**config.mk**
```make
export PLATFORM = sky130hd
export DESIGN_NAME = zq_cal_sched
export DESIGN_NICKNAME = d
export VERILOG_FILES = /design/src/rtl/zq_sched_pkg.sv /design/src/rtl/zq_pend_bank.sv /design/src/rtl/zq_win_timer.sv /design/src/rtl/zq_cal_sched.sv
export SDC_FILE = /design/constraint.sdc
export NUM_CORES = 1
export LEC_CHECK = 0
export ABC_AREA = 1
export CAP_MARGIN = 0
export CORE_MARGIN = 4
export CORE_UTILIZATION = 45
export DETAILED_ROUTE_END_ITERATION = 6
export PLACE_DENSITY_LB_ADDON = 0.25
export SLEW_MARGIN = 20
export SYNTH_ARGS = -nofsm -noshare
export SYNTH_HDL_FRONTEND = slang
export SYNTH_SLANG_ARGS = --single-unit
export TNS_END_PERCENT = 50
```
**constraint.sdc**
```tcl
create_clock -name clk -period 2.4 [get_ports clk]
set_clock_uncertainty 0.15 [all_clocks]
set_input_delay 0.24 -clock clk [delete_from_list [all_inputs] [get_ports clk]]
set_output_delay 0.24 -clock clk [all_outputs]
set_load 0.02 [all_outputs]
```
**src/rtl/zq_sched_pkg.sv**
```systemverilog
package zq_sched_pkg;

    typedef enum logic [1:0] {
        CMD_NOP  = 2'd0,
        CMD_LONG = 2'd1,
        CMD_SHRT = 2'd2,
        CMD_FWD  = 2'd3
    } zq_cmd_e;

    localparam int unsigned PEND_LONG = 0;
    localparam int unsigned PEND_SHRT = 1;
    localparam int unsigned PEND_N    = 2;

endpackage

```
**src/rtl/zq_pend_bank.sv**
```systemverilog
module zq_pend_bank #(
    parameter int unsigned N = 2
) (
    input  logic         clk,
    input  logic         rst_n,
    input  logic [N-1:0] set_i,
    input  logic [N-1:0] clr_i,
    output logic [N-1:0] pend_o
);

    logic [N-1:0] pend_d, pend_q;

    for (genvar g = 0; g < N; g++) begin : g_bit
        always_comb begin
            pend_d[g] = (pend_q[g] | set_i[g]) & ~clr_i[g];
        end
    end

    always_ff @(posedge clk) begin
        if (!rst_n) pend_q <= '0;
        else        pend_q <= pend_d;
    end

    assign pend_o = pend_q;

endmodule

```
**src/rtl/zq_win_timer.sv**
```systemverilog
module zq_win_timer #(
    parameter int unsigned CW = 10
) (
    input  logic          clk,
    input  logic          rst_n,
    input  logic          load_i,
    input  logic [CW-1:0] len_i,
    output logic          active_o,
    output logic          expire_o
);

    logic [CW-1:0] cnt_d, cnt_q;
    logic          act_d, act_q;

    always_comb begin
        cnt_d = cnt_q;
        act_d = act_q;
        if (load_i) begin
            cnt_d = len_i - CW'(1);
            act_d = 1'b1;
        end else if (act_q) begin
            if (cnt_q == '0) act_d = 1'b0;
            else             cnt_d = cnt_q - CW'(1);
        end
    end

    always_ff @(posedge clk) begin
        if (!rst_n) begin
            cnt_q <= '0;
            act_q <= 1'b0;
        end else begin
            cnt_q <= cnt_d;
            act_q <= act_d;
        end
    end

    assign active_o = act_q;
    assign expire_o = act_q && (cnt_q == '0);

endmodule

```
**src/rtl/zq_cal_sched.sv**
```systemverilog
module zq_cal_sched
    import zq_sched_pkg::*;
#(
    parameter int unsigned T_INIT  = 512,
    parameter int unsigned T_OPER  = 256,
    parameter int unsigned T_SHORT = 64
) (
    input  logic       clk,
    input  logic       rst_n,
    input  logic       init_start,
    input  logic       period_tick,
    input  logic       host_zqcl,
    input  logic       fwd_req,
    output logic [1:0] cmd_o,
    output logic       fwd_gnt_o,
    output logic       busy_o,
    output logic       done_o,
    output logic       init_done_o
);

    localparam int unsigned T_MAX0 = (T_INIT > T_OPER) ? T_INIT : T_OPER;
    localparam int unsigned T_MAX  = (T_MAX0 > T_SHORT) ? T_MAX0 : T_SHORT;
    localparam int unsigned CW     = $clog2(T_MAX + 1);

    typedef struct packed {
        zq_cmd_e cmd;
        logic    gnt;
        logic    done;
        logic    init_done;
        logic    win_init;
    } sched_t;

    sched_t st_d, st_q;

    logic              busy, expire;
    logic              ld;
    logic [CW-1:0]     ld_len;
    logic [PEND_N-1:0] pend, pend_set, pend_clr;
    logic              want_long, want_shrt;

    always_comb begin
        pend_set            = '0;
        pend_set[PEND_LONG] = host_zqcl & st_q.init_done;
        pend_set[PEND_SHRT] = period_tick;
        want_long           = pend[PEND_LONG] | (host_zqcl & st_q.init_done);
        want_shrt           = pend[PEND_SHRT] | period_tick;
    end

    always_comb begin
        st_d      = st_q;
        st_d.cmd  = CMD_NOP;
        st_d.gnt  = 1'b0;
        st_d.done = expire;
        ld        = 1'b0;
        ld_len    = '0;
        pend_clr  = '0;
        if (expire && st_q.win_init) begin
            st_d.init_done = 1'b1;
            st_d.win_init  = 1'b0;
        end
        if (!busy) begin
            if (!st_q.init_done) begin
                if (init_start) begin
                    st_d.cmd      = CMD_LONG;
                    st_d.win_init = 1'b1;
                    ld            = 1'b1;
                    ld_len        = CW'(T_INIT);
                end
            end else if (want_long) begin
                st_d.cmd            = CMD_LONG;
                ld                  = 1'b1;
                ld_len              = CW'(T_OPER);
                pend_clr[PEND_LONG] = 1'b1;
            end else if (want_shrt) begin
                st_d.cmd            = CMD_SHRT;
                ld                  = 1'b1;
                ld_len              = CW'(T_SHORT);
                pend_clr[PEND_SHRT] = 1'b1;
            end else if (fwd_req) begin
                st_d.cmd = CMD_FWD;
                st_d.gnt = 1'b1;
            end
        end
    end

    always_ff @(posedge clk) begin
        if (!rst_n) begin
            st_q <= '{cmd: CMD_NOP, gnt: 1'b0, done: 1'b0,
                      init_done: 1'b0, win_init: 1'b0};
        end else begin
            st_q <= st_d;
        end
    end

    zq_pend_bank #(.N(PEND_N)) u_pend (
        .clk    (clk),
        .rst_n  (rst_n),
        .set_i  (pend_set),
        .clr_i  (pend_clr),
        .pend_o (pend)
    );

    zq_win_timer #(.CW(CW)) u_timer (
        .clk      (clk),
        .rst_n    (rst_n),
        .load_i   (ld),
        .len_i    (ld_len),
        .active_o (busy),
        .expire_o (expire)
    );

    assign cmd_o       = st_q.cmd;
    assign fwd_gnt_o   = st_q.gnt;
    assign busy_o      = busy;
    assign done_o      = st_q.done;
    assign init_done_o = st_q.init_done;

endmodule

```
==> Word-level counts from Yosys, hierarchy flattened <==
Cells that the tools add are included.
{ "classes": {"add_sub_neg": 2, "n_eq_ne": 1, "mux": 29, "n_bitwise": 9, "reduce_logical": 7} }
{ "op_table": {"columns": ["cell", "count"], "rows": [
  ["10-bit two-way mux", 6],
  ["10-bit by 1-bit subtractor with 10-bit output (second input constant)", 2],
  ["1-bit two-way mux", 15],
  ["10-bit logical NOT", 1],
  ["2-bit two-way mux", 5],
  ["9-bit two-way mux", 1],
  ["7-bit two-way mux", 1],
  ["5-bit OR reduction", 1],
  ["1-bit inverter", 4],
  ["1-bit AND", 3],
  ["3-bit two-way mux", 1],
  ["1-bit logical AND", 2],
  ["2-bit inequality test (second input constant)", 1],
  ["1-bit bitwise OR", 2],
  ["2-bit AND reduction", 1],
  ["2-bit nonzero test", 1],
  ["2-bit OR reduction", 1]
]} }
{ "word_totals": {"reg_bits": 19, "in_bits": 6, "output_inout_bits": 6, "wordCells": 56} }

==> Depth between registers and ports, before layout <==
Gate-level depths: netlist (run 1).
{ "depth": {"ltp_word": 7, "depth_mapped": 15, "mapped_depth_nobuf": 14} }

==> Cells and area by module <==
A second synthesis (run 1) with hierarchy kept.
{ "unflattened": {"hier_cells": 195, "hier_area_um2": 1194.9} }
{ "by_module_without_submodules": {"columns": ["mod", "n_inst", "cells_each", "area_per_inst_um2", "seq_area_each_um2"], "rows": [
  ["zq_win_timer", 1, 139, 833.3, 220.2],
  ["zq_cal_sched", 1, 46, 291.5, 120.1],
  ["zq_pend_bank", 1, 10, 70.1, 40.0]
]} }

==> Worst setup path after synthesis (run 1) <==
No wires, ideal clock.
{ "synth_timing": {"path_kind": "flip-flop to flip-flop", "from": "register st_q, in the netlist init_done_o", "to": "register u_timer.cnt_q[4]", "setup_ns": 0.125, "arrival_ns": 1.603, "required_ns": 2.125, "slack_ns": 0.521, "path_stages_with_launch": 16, "n_path_buf": 1, "period_less_slack_ns": 1.879, "path_cell_list": "dfxtp_1 -> buf_6 -> nand2_4 -> nand2_4 -> nand2_1 -> nand3_2 -> nand2_2 -> nand2_1 -> ha_1 -> nand2_1 -> inv_2 -> nand2_1 -> nor2_1 -> nand3_1 -> nand2_1 -> nor2_2"} }
{ "synth_via": {"elab_chain_len": 7, "elab_cells_between_ends": 13, "classes_between": "1 x add/sub; 1 x eq/ne; 7 x mux; 2 x bitwise; 2 x reduce/logical"} }
{ "synth_rtl": {"columns": ["element", "line", "source"], "rows": [
  ["start: declaration", "zq_cal_sched.sv:33", "sched_t st_d, st_q;"],
  ["start signal: assignment", "zq_cal_sched.sv:88", "st_q <= '{cmd: CMD_NOP, gnt: 1'b0, done: 1'b0,"],
  ["start signal: assignment", "zq_cal_sched.sv:91", "st_q <= st_d;"],
  ["1-bit AND", "zq_cal_sched.sv:45", "want_long = pend[PEND_LONG] | (host_zqcl & st_q.init_done);"],
  ["1-bit bitwise OR", "zq_cal_sched.sv:45", null],
  ["9-bit two-way mux / 1-bit two-way mux (equally long branches)", "zq_cal_sched.sv:69", "end else if (want_long) begin"],
  ["10-bit two-way mux / 1-bit two-way mux (equally long branches)", "zq_cal_sched.sv:62", "if (!st_q.init_done) begin"],
  ["10-bit two-way mux / 1-bit two-way mux (equally long branches)", "zq_cal_sched.sv:61", "if (!busy) begin"],
  ["10-bit by 1-bit subtractor with 10-bit output (tied with other cells)", "zq_win_timer.sv:19", "cnt_d = len_i - CW'(1);"],
  ["10-bit two-way mux / 2-bit AND reduction (equally long branches)", null, null],
  ["end signal: assignment", "zq_win_timer.sv:32", "cnt_q <= cnt_d;"],
  ["end: declaration", "zq_win_timer.sv:12", "logic [CW-1:0] cnt_d, cnt_q;"]
]} }
Several ways; a longest one is shown, not always the timed one.
A chain may end at the register's enable or synchronous reset.

==> Worst setup path in the final report (run 1) <==
Same ends and word-level chain as after synthesis.

==> results of run 1 <==
## layout make-up
class	count	area, µm²
Tap cell	28	35.0
Inverter	24	90.1
Clock buffer	4	26.3
Fill cell	220	1040
Timing Repair Buffer	12	118
Sequential cell	19	380
Multi-Input combinational cell	96	526
## power by group
part           switching, mW  total (mW)  internal (mW)  leakage (nW)
Sequential            0.0355       0.395          0.360         0.157
Clock                 0.0998       0.164         0.0646        0.0150
Combinational          0.193       0.311          0.119         0.370
## layer usage
metal	GRT usage [%]	up-vias
met4	6.10	0
met1	18.4	435
met3	3.25	6
met2	24.2	34
li1	-	494
met5	0	-
## worst max path at each step
stage                        startpoint                       endpoint  slack, ns  depth (start not counted)
2_1_floorplan  init_done_o$_SDFFE_PN0P_  u_timer.cnt_q[4]$_SDFFE_PN0P_       0.52                         15
3_5_place_dp                  host_zqcl  u_timer.cnt_q[4]$_SDFFE_PN0P_       0.19                         15
4_1_cts        init_done_o$_SDFFE_PN0P_  u_timer.cnt_q[4]$_SDFFE_PN0P_       0.34                         12
5_1_grt        init_done_o$_SDFFE_PN0P_  u_timer.cnt_q[4]$_SDFFE_PN0P_       0.19                         12
3_3_place_gp                  host_zqcl  u_timer.cnt_q[4]$_SDFFE_PN0P_       0.21                         15
6_report       init_done_o$_SDFFE_PN0P_  u_timer.cnt_q[4]$_SDFFE_PN0P_       0.33                         12
## critical path: stages, from the launching register on
cell and delay (ns):
dfxtp_1 0.59, o21ai_1 0.20, nand3_2 0.14, nand2_2 0.09
nand2_1 0.12, ha_1 0.17, nand2_1 0.06, inv_2 0.08
nand2_1 0.08, nor2_1 0.11, nand3_1 0.07, nand2_1 0.07
nor2_2 0.03
## state kept, by name, summed over array words and instances (netlist names)
register / flops
cmd_o: 2
done_o: 1
fwd_gnt_o: 1
init_done_o: 1
st_q: 1
u_pend.pend_o: 2
u_timer.active_o: 1
u_timer.cnt_q: 10
## cell families (layout without fill, tap and decap cells)
family                   Yosys count  in the layout
XOR/XNOR                           1              1
flip-flops                        19             19
AND/OR/NAND/NOR                   70             70
AO/OA/AOI/OAI                     24             24
adder cells (fa/ha/maj)            1              1
buffers and inverters             29             40
## through the flow
step | total power [mW] | util [%] | worst slack (ns)
3_5_place_dp | 0.712 | 51.9 | 0.186
4_1_cts | 0.878 | 53.1 | 0.338
2_1_floorplan | 0.642 | - | 0.521
3_3_place_gp | 0.708 | 51.9 | 0.212
5_1_grt | 0.935 | 53.1 | 0.188
6_report | 0.871 | 53.1 | 0.325
## cells in the final DEF (no fill, tap or decap), types with 7 or more instances in the layout
| cell type | synthesis | final |
|---|---|---|
| nand4_1 | 8 | 8 |
| dfxtp_1 | 19 | 19 |
| a21oi_1 | 9 | 9 |
| clkdlybuf4s50_1 | 0 | 11 |
| inv_1 | 21 | 21 |
| o21ai_0 | 7 | 7 |
| nand3_1 | 9 | 9 |
| nor2_1 | 12 | 12 |
| nand2_1 | 23 | 23 |
==> load_flow_metrics.sql, run 1 <==
INSERT INTO impl_metrics (metric_group, metric, value, unit) VALUES
('flow_run', 'maxCapViolCount', '0', ''),
('die', 'floorplan.rows', '17', ''),
('clock_network', 'clkSinkCount', '19', ''),
('synth', 'ranking_of_synthesized_cells_by_instance_count', '23 x nand2_1, 21 x inv_1, 19 x dfxtp_1', ''),
('grt', 'number_of_antenna_violations_at_the_first_check_in_global_routing', '0', ''),
('sta', 'timing.hold.ws', '0.321', 'ns'),
('clock_network', 'clock_tree.htree_level_count', '1', ''),
('synth', 'synth-edff-count', '0', ''),
('synth', 'netlist_area', '1040', 'µm²'),
('clock_network', 'ctsHoldBuffers', '0', ''),
('sta', 'fmax', '482', 'MHz'),
('worst_hold_path', 'timing.hold.worst.class', 'reg2reg', ''),
('sta', 'number_of_endpoints_failing_setup_at_the_final_stage', '0', ''),
('sta', 'fin_crit_sh', '86.4', '%'),
('routing', 'drt-initial-drc-count', '44', ''),
('synth', 'syn_area_per_cell', '7.20', 'µm²'),
('final_layout', 'instances_no_fill', '183', ''),
('sta', 'rsz0062_at_grt', 'false', ''),
('synth', 'postSynth.topFlopCell', 'dfxtp_1', ''),
('place', 'gp_congestion', '0.830', ''),
('synth', 'syn_inst', '144', ''),
('pwr', 'power_density', '741', 'nW/µm²'),
('synth', 'asyncSetResetFlopFracSynth', '0', '%'),
('place', 'place.detailed.instances', '179', ''),
('routing', 'highest_layer', 'met4', ''),
('pwr', 'cellLeakagePower', '0.542', 'nW'),
('synth', 'yosysSeqAreaShare', '36.7', '%'),
('clock_network', 'postCtsResizedCells', '0', ''),
('sta', 'setup_total_negative_slack', '0', 'ns'),
('worst_setup_path', 'worst-endpoint-arrival', '2.12', 'ns'),
('die', 'floorplan.core_area', '2210', 'µm²'),
('routing', 'avgViaCountPerCell', '5.30', ''),
('sta', 'timing_hold_violations_final', '0', ''),
('worst_setup_path', 'worst-r2r-setup-slack', '0.33', 'ns'),
('worst_setup_path', 'endpoint_kind', 'register', ''),
('die', 'die_area', '3140', 'µm²'),
('routing', 'post-route-drc-count', '0', ''),
('worst_setup_path', 'rr_startpoint', 'init_done_o$_SDFFE_PN0P_', ''),
('synth', 'yosysWarnings', '0', ''),
('routing', 'met3_wirelength', '147', 'µm'),
('status', 'result_of_the_run', 'finished, final reports clean', ''),
('synth', 'largest_family_of_logic_cells_by_synthesized_area', 'simple AND/OR/NAND/NOR gates', ''),
('synth', 'area_share_of_the_largest_cell_type_after_synthesis', '36.7', '%'),
('sta', 'slew_viols_final', '0', ''),
('clock_network', 'clock_latency', '0.30', 'ns'),
('die', 'i_o_pins', '12', ''),
('routing', 'wire_length_the_detailed_router_placed_on_met1', '983', 'µm'),
('routing', 'route.met2.wl', '1050', 'µm'),
('worst_setup_path', 'rr_endpoint', 'u_timer.cnt_q[4]$_SDFFE_PN0P_', ''),
('worst_hold_path', 'min_path_cells', '2', ''),
('clock_network', 'postCtsSetupRepairBufs', '0', ''),
('final_layout', 'antennaDiodeCount', '0', ''),
('final_layout', 'final_design_area_no_fill', '1170', 'µm²'),
('synth', 'post-synth-top-area-cell', 'dfxtp_1', ''),
('synth', 'synth_area_leaders', 'dfxtp_1 37%, nand2_1 8.3%, inv_1 7.6%', ''),
('routing', 'firstDrtPassIters', '6', ''),
('die', 'floorplan.die.height', '56.0', 'µm'),
('worst_setup_path', 'path_class', 'reg2reg', ''),
('sta', 'layout_min_cycle_time', '2.07', 'ns'),
('clock_network', 'clk_transition_reported_paths', '0.12', 'ns'),
('grt', 'grt_remaining_overflow', '0', ''),
('die', 'floorplan.initialDensity', '46.9', '%'),
('pwr', 'vdd_ir_drop_max', '0.326', 'mV'),
('sta', 'slew_headroom', '63.1', '%'),
('clock_network', 'cts_tree', 'done', ''),
('grt', 'combined_global_route_utilization_of_all_metal_layers', '14.7', '%'),
('die', 'die_width', '56.0', 'µm'),
('synth', 'synth.most_common_cell', 'nand2_1', ''),
('routing', 'wire_per_inst', '12.1', 'µm'),
('worst_hold_path', 'endpoint_with_the_worst_hold_slack', 'st_q[0]$_SDFF_PN0_', ''),
('synth', 'synth_compound_gate_area_share', '13.0', '%');
Power figures use the tool's default switching activity.
==> run 2: changes to the inputs <==
--- a/config.mk
+++ b/config.mk
@@ -9,6 +9,7 @@
 export CAP_MARGIN = 0
 export CORE_MARGIN = 4
 export CORE_UTILIZATION = 45
+export CTS_BUF_LIST = sky130_fd_sc_hd__clkbuf_2
 export DETAILED_ROUTE_END_ITERATION = 6
 export PLACE_DENSITY_LB_ADDON = 0.25
 export SLEW_MARGIN = 20
==> load_flow_metrics.sql, run 2 (synthesis results as in run 1) <==
INSERT INTO impl_metrics (metric_group, metric, value, unit) VALUES
('status', 'result_of_the_run', 'finished, final reports clean', ''),
('place', 'gp_congestion', '0.830', ''),
('sta', 'worst_slew_pin_slew', '0.565', 'ns'),
('clock_network', 'clkSinkCount', '19', ''),
('clock_network', 'postCtsSetupRepairBufs', '0', ''),
('place', 'sum_of_net_half_perimeters_after_detailed_placement', '1730', 'µm'),
('routing', 'firstDrtPassIters', '4', ''),
('clock_network', 'cts_tree', 'done', ''),
('worst_setup_path', 'worst-endpoint-arrival', '2.17', 'ns'),
('die', 'die_width', '56.0', 'µm'),
('final_layout', 'fillerInstances', '222', ''),
('grt', 'grt_first_pass_wirelength', '3720', 'µm'),
('final_layout', 'proportion_of_layout_cells_with_a_drive_suffix_above_1', '14.8', '%'),
('routing', 'drtAntennaViolNets', '0', ''),
('final_layout', 'multi_input_area', '526', 'µm²'),
('die', 'floorplan.rows', '17', ''),
('grt', 'combined_global_route_utilization_of_all_metal_layers', '14.8', '%'),
('place', 'place.port_buffers', '11', ''),
('clock_network', 'clock_tree.htree_level_count', '1', ''),
('sta', 'fin_crit_sh', '87.0', '%'),
('clock_network', 'ctsHoldBuffers', '0', ''),
('grt', 'number_of_antenna_violations_at_the_first_check_in_global_routing', '0', ''),
('sta', 'fmax', '479', 'MHz'),
('sta', 'slew_viols_final', '0', ''),
('die', 'i_o_pins', '12', ''),
('worst_setup_path', 'cp.required', '2.48', 'ns'),
('routing', 'post-route-drc-count', '0', ''),
('pwr', 'vdd_ir_drop_max', '0.440', 'mV'),
('die', 'floorplan.die.height', '56.0', 'µm'),
('sta', 'rsz0062_at_grt', 'false', ''),
('final_layout', 'largest_register_ff_count', '10', ''),
('final_layout', 'register_with_the_highest_flop_count', 'u_timer.cnt_q', ''),
('clock_network', 'postCtsResizedCells', '0', ''),
('clock_network', 'clock_tree.root_cell', 'clkbuf_2', ''),
('worst_setup_path', 'crit_path_top_delay_cell', 'dfxtp_1', ''),
('final_layout', 'final_core_util', '52.8', '%'),
('place', 'place.detailed.instances', '179', ''),
('clock_network', 'cts-buffers-inserted', '3', ''),
('die', 'floorplan.core_area', '2210', 'µm²'),
('worst_setup_path', 'worst_path_most_repeated_cell', 'nand2_1', ''),
('flow_run', 'maxCapViolCount', '0', ''),
('clock_network', 'clk_transition_reported_paths', '0.20', 'ns'),
('worst_setup_path', 'crit_fanout', '9', ''),
('sta', 'setup_total_negative_slack', '0', 'ns'),
('die', 'floorplan.initialDensity', '46.9', '%'),
('clock_network', 'ctsLongestPathBuffers', '2', ''),
('grt', 'grt_pass1_vias', '878', ''),
('final_layout', 'area_delta_synth_final', '12.7', '%'),
('worst_setup_path', 'endpoint_kind', 'register', ''),
('die', 'die_area', '3140', 'µm²'),
('pwr', 'cellLeakagePower', '0.543', 'nW'),
('sta', 'timing_hold_violations_final', '0', ''),
('worst_hold_path', 'timing.hold.worst.class', 'reg2reg', ''),
('worst_setup_path', 'worstSetupStartpointType', 'register', ''),
('pwr', 'power_density', '730', 'nW/µm²'),
('final_layout', 'most-common-layout-cells', '23 x nand2_1, 21 x inv_1, 19 x dfxtp_1', ''),
('worst_setup_path', 'cell_by_cell_trace_of_the_critical_path', 'o21ai_1 > nand3_2 > nand2_2 > nand2_1 > ha_1 > nand2_1 > inv_2 > nand2_1 > nor2_1 > nand3_1 > nand2_1 > nor2_2', ''),
('pwr', 'total_power', '853', 'µW'),
('routing', 'route.vias.total', '970', ''),
('sta', 'final_critical_path_setup_slack', '0.312', 'ns'),
('final_layout', 'layout_commonest_cell', 'nand2_1', ''),
('sta', 'layout_min_cycle_time', '2.09', 'ns'),
('final_layout', 'finalNetCount', '163', ''),
('routing', 'wire_per_inst', '12.2', 'µm'),
('worst_setup_path', 'timing.critical_path.slowest_cell_delay', '0.61', 'ns'),
('clock_network', 'clock_latency', '0.32', 'ns'),
('routing', 'drt-initial-drc-count', '34', ''),
('final_layout', 'instances_no_fill', '183', ''),
('final_layout', 'final_design_area_no_fill', '1170', 'µm²'),
('grt', 'grt_max_degree', '13', ''),
('routing', 'avgViaCountPerCell', '5.30', ''),
('final_layout', 'antennaDiodeCount', '0', ''),
('place', 'pre_cts_ws', '0.186', 'ns'),
('routing', 'finalWirelength', '2230', 'µm'),
('worst_setup_path', 'path_class', 'reg2reg', ''),
('grt', 'grt_remaining_overflow', '0', ''),
('sta', 'slew_headroom', '62.0', '%'),
('sta', 'number_of_endpoints_failing_setup_at_the_final_stage', '0', ''),
('place', 'placed_instance_area', '1150', 'µm²'),
('sta', 'timing.hold.ws', '0.327', 'ns'),
('final_layout', 'final-seq-area', '380', 'µm²');
run 2: cell counts in the layout (fill, tap and decap cells not counted):
Identical to the previous run, type by type.
run 2: path summary, 6_finish.rpt:
path	cells after the start	start	slack, ns	to
hold / removal	2	st_q[0]$_SDFF_PN0_	0.33	st_q[0]$_SDFF_PN0_
hold reg to reg	2	st_q[0]$_SDFF_PN0_	0.33	st_q[0]$_SDFF_PN0_
setup reg to reg	12	init_done_o$_SDFFE_PN0P_	0.31	u_timer.cnt_q[4]$_SDFFE_PN0P_
setup / recovery	12	init_done_o$_SDFFE_PN0P_	0.31	u_timer.cnt_q[4]$_SDFFE_PN0P_
run 2: area by class of cell:
type,count,share of cell area [%]
inverters,24,7.71
flip-flops and latches,19,32.5
repair buffers,12,10.1
clock buffers,4,1.71
well taps,28,3.00
multi-input cells,96,45.0
run 2: layer usage:
metal	vias up	track usage [%]	wire length [µm]
met5	-	0	0
met4	0	6.10	34
met3	5	3.25	148
met2	34	24.2	1050
met1	438	18.6	995
li1	493	-	-
run 2: worst max-delay path: cells and delay by family (launching register included):
kind                     cells  cell delay [ns]
AND/OR/NAND/NOR              9             0.78
AO/OA/AOI/OAI                1             0.20
buffers and inverters        1             0.08
flip-flops                   1             0.61
adder cells (fa/ha/maj)      1             0.17
run 2: power by group:
| part | leakage [nW] | switching (mW) | total [mW] | internal (mW) |
|---|---|---|---|---|
| registers | 0.157 | 0.0353 | 0.395 | 0.360 |
| clock network | 0.0166 | 0.102 | 0.146 | 0.0441 |
| logic | 0.370 | 0.193 | 0.312 | 0.119 |
| total | 0.543 | 0.330 | 0.853 | 0.523 |
==> run 3: changes to the inputs <==
--- a/config.mk
+++ b/config.mk
@@ -11,6 +11,7 @@
 export CORE_UTILIZATION = 45
 export CTS_BUF_LIST = sky130_fd_sc_hd__clkbuf_2
 export DETAILED_ROUTE_END_ITERATION = 6
+export GPL_ROUTABILITY_DRIVEN = 0
 export PLACE_DENSITY_LB_ADDON = 0.25
 export SLEW_MARGIN = 20
 export SYNTH_ARGS = -nofsm -noshare
==> results of run 3 <==
Final layout, timing and power as in run 2 (identical DEF).
